File: config.mk
export PLATFORM = sky130hd
export DESIGN_NAME = fot_pfm_ctrl
export DESIGN_NICKNAME = d
export VERILOG_FILES = /design/src/rtl/fot_pfm_pkg.sv /design/src/rtl/fot_ton_reg.sv /design/src/rtl/fot_gate_out.sv /design/src/rtl/fot_pfm_ctrl.sv
export SDC_FILE = /design/constraint.sdc
export NUM_CORES = 1
export LEC_CHECK = 0
export CELL_PAD_IN_SITES_DETAIL_PLACEMENT = 0
export CELL_PAD_IN_SITES_GLOBAL_PLACEMENT = 1
export CORE_UTILIZATION = 43
export CTS_BUF_LIST = sky130_fd_sc_hd__clkbuf_16
export DETAILED_ROUTE_END_ITERATION = 10
export DONT_BUFFER_PORTS = 1
export HOLD_SLACK_MARGIN = 0.02
export PLACE_DENSITY = 0.8
export SETUP_SLACK_MARGIN = 0.02
export SYNTH_ARGS = -nofsm -noshare
export SYNTH_HDL_FRONTEND = slang
export SYNTH_SLANG_ARGS = --single-unit
export TNS_END_PERCENT = 100
File: constraint.sdc
create_clock -name clk -period 1.9 [get_ports clk]
set_input_delay 0.19 -clock clk [delete_from_list [all_inputs] [get_ports clk]]
set_output_delay 0.19 -clock clk [all_outputs]
set_load 0.03 [all_outputs]
File: src/rtl/fot_pfm_pkg.sv
package fot_pfm_pkg;

    typedef enum logic [1:0] {
        PH_IDLE = 2'd0,
        PH_HIGH = 2'd1,
        PH_DEAD = 2'd2,
        PH_LOW  = 2'd3
    } pfm_phase_e;

endpackage

File: src/rtl/fot_ton_reg.sv
module fot_ton_reg #(
    parameter int CNT_W   = 8,
    parameter int TON_RST = 16
) (
    input  logic             clk,
    input  logic             rst_n,
    input  logic             wr,
    input  logic [CNT_W-1:0] wdata,
    output logic [CNT_W-1:0] ton_q
);
    localparam logic [CNT_W-1:0] RST_VAL = CNT_W'(TON_RST);
    localparam logic [CNT_W-1:0] ONE     = CNT_W'(1);

    logic [CNT_W-1:0] ton_d;

    always_comb begin
        ton_d = ton_q;
        if (wr) begin
            ton_d = (wdata == '0) ? ONE : wdata;
        end
    end

    always_ff @(posedge clk or negedge rst_n) begin
        if (!rst_n) ton_q <= RST_VAL;
        else        ton_q <= ton_d;
    end

    AST_TON_NONZERO: assert property (@(posedge clk) disable iff (!rst_n)
        ton_q != '0);

    AST_TON_WRITE: assert property (@(posedge clk) disable iff (!rst_n)
        (wr && wdata != '0) |=> ton_q == $past(wdata));

endmodule

File: src/rtl/fot_gate_out.sv
module fot_gate_out
    import fot_pfm_pkg::*;
(
    input  logic       clk,
    input  logic       rst_n,
    input  pfm_phase_e phase,
    input  logic       allow,
    output logic       pfet_on,
    output logic       nfet_on
);
    always_comb begin
        pfet_on = allow && (phase == PH_HIGH);
        nfet_on = allow && (phase == PH_LOW);
    end

    AST_ONE_SIDE: assert property (@(posedge clk) disable iff (!rst_n)
        !(pfet_on && nfet_on));

    AST_DEAD_GAP: assert property (@(posedge clk) disable iff (!rst_n)
        $rose(nfet_on) |-> !$past(pfet_on));

    AST_QUIET_OFF: assert property (@(posedge clk) disable iff (!rst_n)
        !allow |-> (!pfet_on && !nfet_on));

endmodule

File: src/rtl/fot_pfm_ctrl.sv
module fot_pfm_ctrl
    import fot_pfm_pkg::*;
#(
    parameter int CNT_W       = 8,
    parameter int TSW_CYCLES  = 20,
    parameter int TOFF_CYCLES = 4
) (
    input  logic             clk,
    input  logic             rst_n,
    input  logic             en,
    input  logic             mode_pfm,
    input  logic             cmp_low,
    input  logic             ton_wr,
    input  logic [CNT_W-1:0] ton_wdata,
    output logic             pfet_on,
    output logic             nfet_on
);
    localparam int               TON_DEFAULT = (TSW_CYCLES * 4) / 5;
    localparam logic [CNT_W-1:0] TOFF_LAST   = CNT_W'(TOFF_CYCLES - 1);
    localparam logic [CNT_W-1:0] ONE         = CNT_W'(1);

    typedef struct packed {
        pfm_phase_e       phase;
        logic [CNT_W-1:0] cnt;
    } seq_t;

    seq_t             seq_d, seq_q;
    logic             allow;
    logic [CNT_W-1:0] ton_q;

    fot_ton_reg #(
        .CNT_W   (CNT_W),
        .TON_RST (TON_DEFAULT)
    ) u_ton (
        .clk   (clk),
        .rst_n (rst_n),
        .wr    (ton_wr),
        .wdata (ton_wdata),
        .ton_q (ton_q)
    );

    always_comb begin
        allow = en && mode_pfm;
        seq_d = seq_q;
        if (!allow) begin
            seq_d.phase = PH_IDLE;
            seq_d.cnt   = '0;
        end else begin
            case (seq_q.phase)
                PH_IDLE: begin
                    if (cmp_low) begin
                        seq_d.phase = PH_HIGH;
                        seq_d.cnt   = ton_q - ONE;
                    end
                end
                PH_HIGH: begin
                    if (seq_q.cnt == '0) seq_d.phase = PH_DEAD;
                    else                 seq_d.cnt   = seq_q.cnt - ONE;
                end
                PH_DEAD: begin
                    seq_d.phase = PH_LOW;
                    seq_d.cnt   = TOFF_LAST;
                end
                default: begin
                    if (seq_q.cnt == '0) seq_d.phase = PH_IDLE;
                    else                 seq_d.cnt   = seq_q.cnt - ONE;
                end
            endcase
        end
    end

    always_ff @(posedge clk or negedge rst_n) begin
        if (!rst_n) begin
            seq_q.phase <= PH_IDLE;
            seq_q.cnt   <= '0;
        end else begin
            seq_q <= seq_d;
        end
    end

    fot_gate_out u_gate (
        .clk     (clk),
        .rst_n   (rst_n),
        .phase   (seq_q.phase),
        .allow   (allow),
        .pfet_on (pfet_on),
        .nfet_on (nfet_on)
    );

    AST_NO_FIRE_HIGH: assert property (@(posedge clk) disable iff (!rst_n)
        (seq_q.phase == PH_IDLE && !cmp_low) |=> seq_q.phase != PH_HIGH);

    AST_HOLD_ON: assert property (@(posedge clk) disable iff (!rst_n)
        (seq_q.phase == PH_HIGH && seq_q.cnt != '0 && allow) |=> seq_q.phase == PH_HIGH);

    AST_BUSY_IGNORES: assert property (@(posedge clk) disable iff (!rst_n)
        (seq_q.phase == PH_LOW && seq_q.cnt != '0 && allow) |=> seq_q.phase == PH_LOW);

    AST_LOW_AFTER_DEAD: assert property (@(posedge clk) disable iff (!rst_n)
        (seq_q.phase == PH_DEAD && allow) |=> seq_q.phase == PH_LOW);

    AST_DISABLE_IDLE: assert property (@(posedge clk) disable iff (!rst_n)
        !allow |=> seq_q.phase == PH_IDLE);

endmodule

; After elaboration in Yosys (flattened, before gate mapping)
; Cells that the tools add are included.
[totals]
ff_bits = 18
output_inout_bits = 2
word_cells = 25
[classes]
add_sub_neg = 2
n_eq_ne = 6
mux = 7
reduce_logical = 7
[ops]
columns = operator, count
row1 = 10-bit one-hot mux with 3 select lines, 1
row2 = 10-bit two-way mux, 2
row3 = 8-bit logical NOT, 2
row4 = 8-bit two-way mux, 2
row5 = 8-bit by 1-bit subtractor with 8-bit output (second input constant), 2
row6 = 3-bit inequality test (second input constant), 2
row7 = 2-bit equality test (second input constant), 2
row8 = 2-bit two-way mux, 2
row9 = 4-bit inequality test (second input constant), 1
row10 = 1-bit logical AND, 3
row11 = 3-bit AND reduction, 1
row12 = 2-bit by 1-bit equality test with 1-bit output (second input constant), 1
row13 = 2-bit logical NOT, 1

; Depth between registers and ports, before layout
; Gate-level depths: netlist of the first run.
[logic_depth]
depth_word = 4
ltp_mapped = 7
depth_no_buf = 6

; Hierarchy
; From an unflattened synthesis of the first run, not the netlist that was laid out.
[hier_totals]
cells_unflattened = 127
area_unflattened_um2 = 1237.4
[modules_own_cells]
columns = mod, n_inst, cells_per_inst, area_each_um2, seq_area_each_um2
row1 = fot_pfm_ctrl, 1, 105, 897.1, 250.2
row2 = fot_ton_reg, 1, 20, 324.1, 201.4
row3 = fot_gate_out, 1, 2, 16.3, 0.0

; Worst setup path after synthesis of the first run
; No wires, ideal clock.
[synth_timing]
path_kind = reg2reg
startpoint = register seq_q[0] (netlist bit)
endpoint = register seq_q[6] (netlist bit)
setup_time_ns = 0.087
arrival_time_ns = 1.893
required_ns = 1.813
setup_slack_ns = -0.079
stages_incl_launch_ff = 7
path_buffers = 0
synth_period_minus_slack_ns = 1.979
cell_sequence = dfrtp_1 -> inv_1 -> ha_1 -> or3b_4 -> or3_1 -> or4b_1 -> o211ai_1
[synth_via]
elab_chain_len = 4
elab_cells_between_ends = 5
[synth_lines]
columns = item, line_no
row1 = start: declaration, fot_pfm_ctrl.sv:27  ; seq_t seq_d, seq_q;
row2 = start signal: assignment, fot_pfm_ctrl.sv:77  ; seq_q <= seq_d;
row3 = 8-bit by 1-bit subtractor with 8-bit output / 8-bit logical NOT (equally long branches), -
row4 = 8-bit two-way mux *, "fot_pfm_ctrl.sv:57, fot_pfm_ctrl.sv:65"
row5 = 10-bit one-hot mux with 3 select lines *, fot_pfm_ctrl.sv:49  ; case (seq_q.phase)
row6 = 10-bit two-way mux *, fot_pfm_ctrl.sv:45  ; if (!allow) begin
; Every way passes the cells marked *; elsewhere a longest branch is shown, timed or not.
; A chain may end at the register's enable or synchronous reset.

; Worst setup path in the final report of the first run
; Same ends and word-level chain as after synthesis.

==> impl_metrics.tcl, run 1 <==
set metrics [dict create \
    postRouteAntennaNets 0 \
    critPathCaptureType "flip-flop" \
    insertion_delay_ps 250 \
    core_sq_mm 0.002567 \
    layout-drive-gt1-share_pct 22.82 \
    cp_max_fo 2 \
    fin_ws_ps -39.28 \
    violations "negative setup slack" \
    vias 1076 \
    root_buffer "clkbuf_16" \
    drtIter0Drc 37 \
    grt_setup_unrepaired "true" \
    setup_tns_ps -39.28 \
    final_common_cell "dfrtp_1" \
    drc 0 \
    cts_num_sinks 18 \
    max_freq_mhz 515.7 \
    cts_made_buffers 3 \
    grtUsageTotal_pct 20.24 \
    vias_per_cell 6.011 \
    async_flop_share_pct 100.0 \
    overflow 0 \
    grt_pass1_wl_um 4754 \
    power.switching_uw 309.7 \
    die_area_sq_mm 0.003048 \
    cp.required_ps 2070 \
    setup_viol 1 \
    period_share_pct 102.1 \
    power_density_mw_per_mm2 771.9 \
    synth_nets 153 \
    seqCellArea_sq_um 451.7 \
    cts.htree.levels 1 \
    swShare_pct 27.26 \
    clkTransAtPathRegs_ps 50 \
    io_pins 16 \
    syn_area_sq_mm 0.001217 \
    seq_power_share_pct 38.9 \
    startpoint_type "flip-flop" \
    fin_nets 172 \
    p_clk_share_pct 37.5 \
    dp_hpwl_um 2151 \
    fp.dieH_um 55.21 \
    area_growth_pct 20.86 \
    hold_path.class "primary input to flip-flop" \
    gp_congestion 0.8122 \
    cts_buffer_depth 2 \
    numPortBuffers 0 \
    status "finished, violations left" \
    drt-wirelength-per-cell_um 15.47 \
    yosys.cell_types.count 42 \
    period_minus_slack_ps 1939 \
    row_count 18 \
    grt_max_degree 19 \
    netlist_instances 131 \
    start_util_pct 47.42 \
    ys.flop_type "dfrtp_1" \
    worst_ep_arrival_time_ps 2110 \
    crit_type "flip-flop to flip-flop" \
    n_fill_cell 231 \
    intPower_uw 826.2 \
    timing.max_cap.violations 0 \
    vdd_drop_max_mv 0.4705 \
    ys_ff_latch 18 \
    ys_warn_count 0 \
    p_leak_nw 0.6501 \
    slew_headroom_pct 45.58 \
    firstDrtPassIters 4 \
    tritoncts "built" \
    n_antenna_cell 0 \
    drv_slew 0 \
    avgSynthCellArea_sq_um 9.293 \
    hold_depth 1 \
    tightest_slew_ps 813.6 \
    mostFrequentLayoutCells "dfrtp_1 (17), buf_4 (15), inv_1 (8)" \
    antenna_found_initial 0 \
    synth_edf_count 0 \
    yosysSeqAreaShare_pct 37.10 \
    reg2regPathDepth 6 \
    holdWs_ps 30.86 \
    wl_um 2770 \
    fin_worst_skew_ps 1.824 \
    multi_input_area_sq_um 743.2 \
    pwr-share-comb_pct 23.6 \
    die_x_um 55.21 \
    grt_pass1_vias 1036 \
    hold_violations 0 \
]
## cell families (layout without fill, tap and decap cells)
logic type               Yosys count  count (layout)  share of synthesized area (%)
multiplexers                       8               8                          7.194
AND/OR/NAND/NOR                   51              51                          24.36
flip-flops                        18              18                          37.10
AO/OA/AOI/OAI                     30              30                          16.55
buffers and inverters             12              30                          3.700
XOR/XNOR                           4               4                          2.877
adder cells (fa/ha/maj)            8               8                          8.222
## final timing paths
check,start,slack (ps),end
max in group asynchronous,rst_n,920,seq_q[1]
worst min register to register,u_ton.ton_q[7],540,u_ton.ton_q[7]
worst max register to register,seq_q[0],-40,seq_q[6]
worst min-delay path,ton_wr,30,u_ton.ton_q[0]
min in group asynchronous,rst_n,470,u_ton.ton_q[5]
worst max-delay path,seq_q[0],-40,seq_q[6]
## worst max-delay path: stages (launching register included)
cell and delay (ps):
dfrtp_1 380, inv_2 80, ha_4 130, or3b_4 370
or3_4 330, or4b_1 470, o211ai_1 100
## power groups by stage
| stage | combinational [mW] | clock (mW) | sequential [mW] |
|---|---|---|---|
| finish | 0.268 | 0.426 | 0.442 |
| global route | 0.298 | 0.452 | 0.447 |
| CTS | 0.260 | 0.438 | 0.441 |
| detailed placement | 0.246 | 0 | 0.448 |
| global placement | 0.242 | 0 | 0.447 |
| floorplan | 0.164 | 0 | 0.445 |
## sequential cells by signal, summed over array words and instances, names as in the netlist
signal and cells:
u_ton.ton_q 8, seq_q 10
## Yosys cell counts, drive strengths merged (3+ instances only)
library cell	count	area, sq um
mux2	6	67.56
nor3	4	20.02
inv	10	37.54
nand3	6	30.03
o21ai	7	35.03
or3	3	20.02
a21oi	4	20.02
o22ai	3	18.77
dfrtp	17	425.4
nand2b	3	18.77
nand2	8	30.03
xor2	4	35.03
nor2	5	18.77
ha	8	100.1
nor3b	3	22.52
nor4	6	37.54
## cell type report
type	instances	share of cell area [%]
repair buffers	16	8.333
clock inverters	1	0.2551
multi-input cells	101	50.51
inverters	10	2.551
clock buffers	3	5.102
well taps	30	2.551
flip-flops and latches	18	30.70
## what timing repair did
action,in CTS,in global routing
resized for setup,3,2
buffers inserted,0,0
endpoints found under the hold margin,18,0
hold buffers,1,0
setup endpoints to repair,1,2
## through the flow
stage / area, sq um / util [%] / std cells / setup slack, ps / power, mW
3_3_place_gp: 1363 / 53.07 / 174 / 5.740 / 0.6889
5_1_grt: 1471 / 57.31 / 179 / -122.7 / 1.196
3_5_place_dp: 1363 / 53.07 / 174 / -72.78 / 0.6942
2_1_floorplan: 1220 / - / 131 / -59.83 / 0.6097
6_report: 1471 / 57.31 / 179 / -39.28 / 1.136
4_1_cts: 1464 / 57.02 / 179 / -42.42 / 1.139
## per-layer routing
| layer | global-route usage (%) | vias up | routed length, um |
|---|---|---|---|
| met5 | 0 | - | 0 |
| met4 | 10.00 | 0 | 72 |
| met3 | 5.386 | 7 | 138 |
| met2 | 30.46 | 28 | 1315 |
| met1 | 26.74 | 513 | 1243 |
| li1 | - | 528 | - |
No activity file was read; power rests on OpenSTA's default activity.
==> run 2: changes to the inputs <==
--- a/config.mk
+++ b/config.mk
@@ -5,14 +5,12 @@
 export SDC_FILE = /design/constraint.sdc
 export NUM_CORES = 1
 export LEC_CHECK = 0
-export CELL_PAD_IN_SITES_DETAIL_PLACEMENT = 0
-export CELL_PAD_IN_SITES_GLOBAL_PLACEMENT = 1
-export CORE_UTILIZATION = 43
+export CORE_UTILIZATION = 45
 export CTS_BUF_LIST = sky130_fd_sc_hd__clkbuf_16
 export DETAILED_ROUTE_END_ITERATION = 10
 export DONT_BUFFER_PORTS = 1
 export HOLD_SLACK_MARGIN = 0.02
-export PLACE_DENSITY = 0.8
+export PLACE_DENSITY = 0.68
 export SETUP_SLACK_MARGIN = 0.02
 export SYNTH_ARGS = -nofsm -noshare
 export SYNTH_HDL_FRONTEND = slang
==> run 2 against run 1 <==
Net effect: the flow still finishes with violations (negative setup slack); power is 0.69% lower; count of clock-buffer cells in the layout did not move; via count rose by 0.93%; die area fell by 4.3%; final cell count down 2.2%; fmax is 1.8% lower; routed wire length is 3.0% higher.
==> impl_metrics.tcl, run 2 (synthesis results as in run 1) <==
set metrics [dict create \
    hold_path.class "primary input to flip-flop" \
    overflow 0 \
    ff2ff_setup_slack_ps -70 \
    row_count 18 \
    cp.required_ps 2070 \
    r2r_start "seq_q[1]" \
    vdd_drop_max_mv 0.6807 \
    placedCellCount 169 \
    drc 0 \
    power_density_mw_per_mm2 782.6 \
    dp_hpwl_um 2155 \
    post-route-cell-area_sq_mm 0.001441 \
    numPortBuffers 0 \
    layout-drive-gt1-share_pct 20.69 \
    reg_top3 "seq_q (10), u_ton.ton_q (8)" \
    place_area_sq_mm 0.001325 \
    period_minus_slack_ps 1974 \
    grt_max_degree 19 \
    cts.htree.levels 1 \
    pwr-share-comb_pct 22.8 \
    fin_worst_skew_ps 4.148 \
    final_common_cell "dfrtp_1" \
    largest_reg_flops 10 \
    hold_start "ton_wr" \
    core_sq_mm 0.002522 \
    clkTransAtPathRegs_ps 50 \
    startpoint_type "flip-flop" \
    n_antenna_cell 0 \
    holdWs_ps 34.54 \
    cts_num_sinks 18 \
    die_x_um 54.02 \
    final_cells 175 \
    min_delay_worst_endpoint "u_ton.ton_q[1]" \
    worst_ep_arrival_time_ps 2140 \
    seq_power_share_pct 39.9 \
    reg2regPathDepth 6 \
    die_area_sq_mm 0.002918 \
    p_leak_nw 0.6324 \
    tightest_slew_ps 807.9 \
    start_util_pct 48.26 \
    grtUsageTotal_pct 23.78 \
    insertion_delay_ps 250 \
    mostFrequentLayoutCells "dfrtp_1 (17), buf_4 (11), inv_1 (9)" \
    power.switching_uw 308.6 \
    max_freq_mhz 506.6 \
    cts_buffer_depth 2 \
    status "finished, violations left" \
    slew_headroom_pct 45.96 \
    period_share_pct 103.9 \
    firstDrtPassIters 4 \
    timing.max_cap.violations 0 \
    antenna_found_initial 0 \
    setup_tns_ps -73.93 \
    fin_nets 168 \
    area_growth_pct 18.40 \
    wl_um 2853 \
    drt-wirelength-per-cell_um 16.30 \
    gp_congestion 0.8651 \
    vias 1086 \
    intPower_uw 819.4 \
    io_pins 16 \
    postRouteAntennaNets 0 \
    hold_violations 0 \
    grt_pass1_wl_um 4850 \
    drtIter0Drc 44 \
    reg2reg_to "seq_q[6]" \
    fin_ws_ps -73.93 \
    setup_viol 1 \
    crit_type "flip-flop to flip-flop" \
    hold_depth 1 \
    cp_max_fo 2 \
    critPathCaptureType "flip-flop" \
    regMostFlops "seq_q" \
    vias_per_cell 6.206 \
    p_clk_share_pct 37.3 \
    power_mw 1.128 \
    violations "negative setup slack" \
    drv_slew 0 \
    fp.dieH_um 54.02 \
    grt_setup_unrepaired "true" \
    swShare_pct 27.36 \
    cts_made_buffers 3 \
    root_buffer "clkbuf_16" \
    grt_pass1_vias 1073 \
    tritoncts "built" \
]
## run 2: cell count changes in the layout (fill, tap and decap cells not counted)
cell      before  now
o311ai_1       0    2
nor4bb_1       1    0
inv_2          2    1
ha_1           7    8
ha_4           1    0
o311ai_0       2    0
buf_4         15   11
nor4_2         0    1
nor4bb_2       0    1
nor4_1         6    5
inv_1          8    9
## run 2: area by class of cell
cell class | count | area [sq um]
inverters | 10 | 37.54
multi-input cells | 101 | 743.2
well taps | 30 | 37.54
fillers | 224 | 1081
flip-flops and latches | 18 | 451.7
clock inverters | 1 | 3.754
clock buffers | 3 | 75.07
repair buffers | 12 | 92.59
## run 2: critical path, cell delays in order, from the launching register on
cell and delay (ps):
dfrtp_1 370, inv_1 70, ha_1 160, or3b_4 380, or3_4 330, or4b_1 470
o211ai_1 100
## run 2: how the worst max path moves through the flow
stage | start | end | slack, ps | depth (start not counted)
3_3_place_gp | seq_q[0] | seq_q[6] | -20 | 6
4_1_cts | seq_q[0] | seq_q[6] | -70 | 6
3_5_place_dp | seq_q[1] | seq_q[6] | -50 | 6
2_1_floorplan | seq_q[1] | seq_q[6] | -60 | 6
5_1_grt | seq_q[0] | seq_q[6] | -130 | 6
6_report | seq_q[1] | seq_q[6] | -70 | 6
## run 2: what timing repair did
item / in CTS / in global routing
gates cloned: 0 / 0
endpoints found under the hold margin: 18 / 0
setup buffers: 0 / 1
resized for setup: 0 / 6
hold buffers: 1 / 0
endpoints found under the setup margin: 1 / 6
pin swaps: 0 / 0
## run 2: per-layer routing
| layer | global-route usage [%] | share of wire, % |
|---|---|---|
| met1 | 29.29 | 43 |
| met2 | 40.33 | 49 |
| met3 | 5.650 | 6.0 |
| met4 | 8.120 | 1.9 |
| met5 | 0 | 0 |
## run 2: stage by stage
stage               utilization (%)  worst slack, ps
floorplan                         -           -59.83
detailed placement            52.53           -48.97
global route                  57.14           -129.7
CTS                           56.05           -71.36
finish                        57.14           -73.93
global placement              52.53           -21.79
## run 2: power by group through the flow
stage,Combinational (mW),Clock [mW],Sequential [mW]
6_report,0.257,0.421,0.450
5_1_grt,0.285,0.445,0.455
4_1_cts,0.241,0.427,0.449
3_5_place_dp,0.229,0,0.455
3_3_place_gp,0.224,0,0.452
2_1_floorplan,0.164,0,0.445
==> run 3: changes to the inputs <==
--- a/config.mk
+++ b/config.mk
@@ -10,7 +10,6 @@
 export DETAILED_ROUTE_END_ITERATION = 10
 export DONT_BUFFER_PORTS = 1
 export HOLD_SLACK_MARGIN = 0.02
-export PLACE_DENSITY = 0.68
 export SETUP_SLACK_MARGIN = 0.02
 export SYNTH_ARGS = -nofsm -noshare
 export SYNTH_HDL_FRONTEND = slang
==> run 3 against run 2 <==
Net effect: the flow still finishes with violations (negative setup slack); worst hold slack worse by 9.0 ps; non-clock buffer count grew 3; critical path depth unchanged; worst setup slack improved by 5.2 ps; combinational power hardly changed; flip-flop and latch count unchanged; sequential share of layout area down 0.38 points; clock skew is 1.5 ps lower; fmax grew 0.26%.
==> impl_metrics.tcl, run 3 (synthesis results as in run 1) <==
set metrics [dict create \
    power.switching_uw 312.0 \
    core_sq_mm 0.002522 \
    largest_reg_flops 10 \
    startpoint_type "flip-flop" \
    seq_power_share_pct 39.3 \
    critPathCaptureType "flip-flop" \
    crit_type "flip-flop to flip-flop" \
    place_area_sq_mm 0.001348 \
    firstDrtPassIters 4 \
    setup_viol 1 \
    max_freq_mhz 507.9 \
    vdd_drop_max_mv 0.5618 \
    tritoncts "built" \
    postRouteAntennaNets 0 \
    holdWs_ps 25.55 \
    fin_worst_skew_ps 2.647 \
    drv_slew 0 \
    start_util_pct 48.26 \
    die_area_sq_mm 0.002918 \
    antenna_found_initial 0 \
    p_leak_nw 0.6457 \
    swShare_pct 27.56 \
    status "finished, violations left" \
    grt_setup_unrepaired "true" \
    grtUsageTotal_pct 22.40 \
    intPower_uw 819.9 \
    tightest_slew_ps 823.5 \
    post-route-cell-area_sq_mm 0.001459 \
    fp.dieH_um 54.02 \
    row_count 18 \
    placedCellCount 172 \
    vias 1040 \
    fin_nets 171 \
    insertion_delay_ps 250 \
    slew_headroom_pct 44.92 \
    final_common_cell "dfrtp_1" \
    cp_max_fo 2 \
    grt_pass1_wl_um 4478 \
    root_buffer "clkbuf_16" \
    cp.required_ps 2070 \
    period_share_pct 103.6 \
    wl_um 2762 \
    cts_num_sinks 18 \
    power_density_mw_per_mm2 775.8 \
    gp_congestion 0.8582 \
    area_growth_pct 19.84 \
    drt-wirelength-per-cell_um 15.52 \
    period_minus_slack_ps 1969 \
    violations "negative setup slack" \
    timing.max_cap.violations 0 \
    grt_max_degree 19 \
    die_x_um 54.02 \
    layout-drive-gt1-share_pct 21.62 \
    final_util_pct 57.84 \
    drtIter0Drc 11 \
    cts.htree.levels 1 \
    overflow 0 \
    dp_hpwl_um 2111 \
    regMostFlops "seq_q" \
    io_pins 16 \
    worst_ep_arrival_time_ps 2140 \
    vias_per_cell 5.843 \
    clkTransAtPathRegs_ps 50 \
    grt_pass1_vias 1052 \
    reg_top3 "seq_q (10), u_ton.ton_q (8)" \
    drc 0 \
    numPortBuffers 0 \
    hold_path.class "primary input to flip-flop" \
    p_clk_share_pct 38.1 \
    final_cells 178 \
    fin_ws_ps -68.72 \
    cts_buffer_depth 2 \
    setup_tns_ps -68.72 \
    n_antenna_cell 0 \
    pwr-share-comb_pct 22.6 \
    cts_made_buffers 3 \
    mostFrequentLayoutCells "dfrtp_1 (17), buf_4 (14), inv_1 (8)" \
    hold_violations 0 \
]
## run 3: cell count changes in the layout (fill, tap and decap cells not counted), sizes merged
cell	delta
buf	+3
## run 3: power by group through the flow
stage | logic, mW | clock network (mW) | registers (mW)
floorplan | 0.164 | 0 | 0.445
global placement | 0.236 | 0 | 0.449
detailed placement | 0.239 | 0 | 0.452
CTS | 0.254 | 0.444 | 0.445
global route | 0.283 | 0.460 | 0.450
finish | 0.256 | 0.431 | 0.445
## run 3: worst max-delay path, stage by stage (launching register included)
cell and delay (ps):
dfrtp_1 390, inv_2 90, ha_4 130, or3b_4 370, or3_1 330, or4b_1 470
o211ai_1 110
## run 3: path summary, 6_finish.rpt
path | start | endpoint | slack (ps) | cells past startpoint
min in group asynchronous | rst_n | seq_q[2] | 480 | 1
max in group asynchronous | rst_n | u_ton.ton_q[3] | 910 | 1
max reg2reg | seq_q[0] | seq_q[6] | -70 | 6
min reg2reg | u_ton.ton_q[7] | u_ton.ton_q[7] | 550 | 1
min | ton_wr | u_ton.ton_q[1] | 30 | 1
max | seq_q[0] | seq_q[6] | -70 | 6
## run 3: timing repair
item | in CTS | in global routing
setup buffers | 1 | 0
hold buffers | 1 | 0
endpoints found under the hold margin | 18 | 0
gates resized for setup | 3 | 1
endpoints found under the setup margin | 1 | 3
## run 3: cell type report
| class | instances | area, sq um |
|---|---|---|
| inverters | 10 | 37.54 |
| well taps | 30 | 37.54 |
| repair buffers | 15 | 115.1 |
| multi-input cells | 101 | 738.2 |
| flip-flops and latches | 18 | 451.7 |
| fillers | 227 | 1064 |
| clock inverters | 1 | 3.754 |
| clock buffers | 3 | 75.07 |
## run 3: per-layer routing
| metal | part of all wire, % | GRT usage, % | vias to the layer above |
|---|---|---|---|
| met4 | 2.3 | 12.82 | 0 |
| li1 | - | - | 527 |
| met1 | 50 | 29.36 | 490 |
| met3 | 2.9 | 4.520 | 5 |
| met5 | 0 | 0 | - |
| met2 | 45 | 33.95 | 18 |
## run 3: through the flow
| step | worst slack (ps) | total power, mW |
|---|---|---|
| 6_report | -68.72 | 1.132 |
| 5_1_grt | -137.5 | 1.193 |
| 4_1_cts | -76.22 | 1.144 |
| 3_5_place_dp | -91.70 | 0.6904 |
| 3_3_place_gp | -24.64 | 0.6855 |
| 2_1_floorplan | -59.83 | 0.6097 |
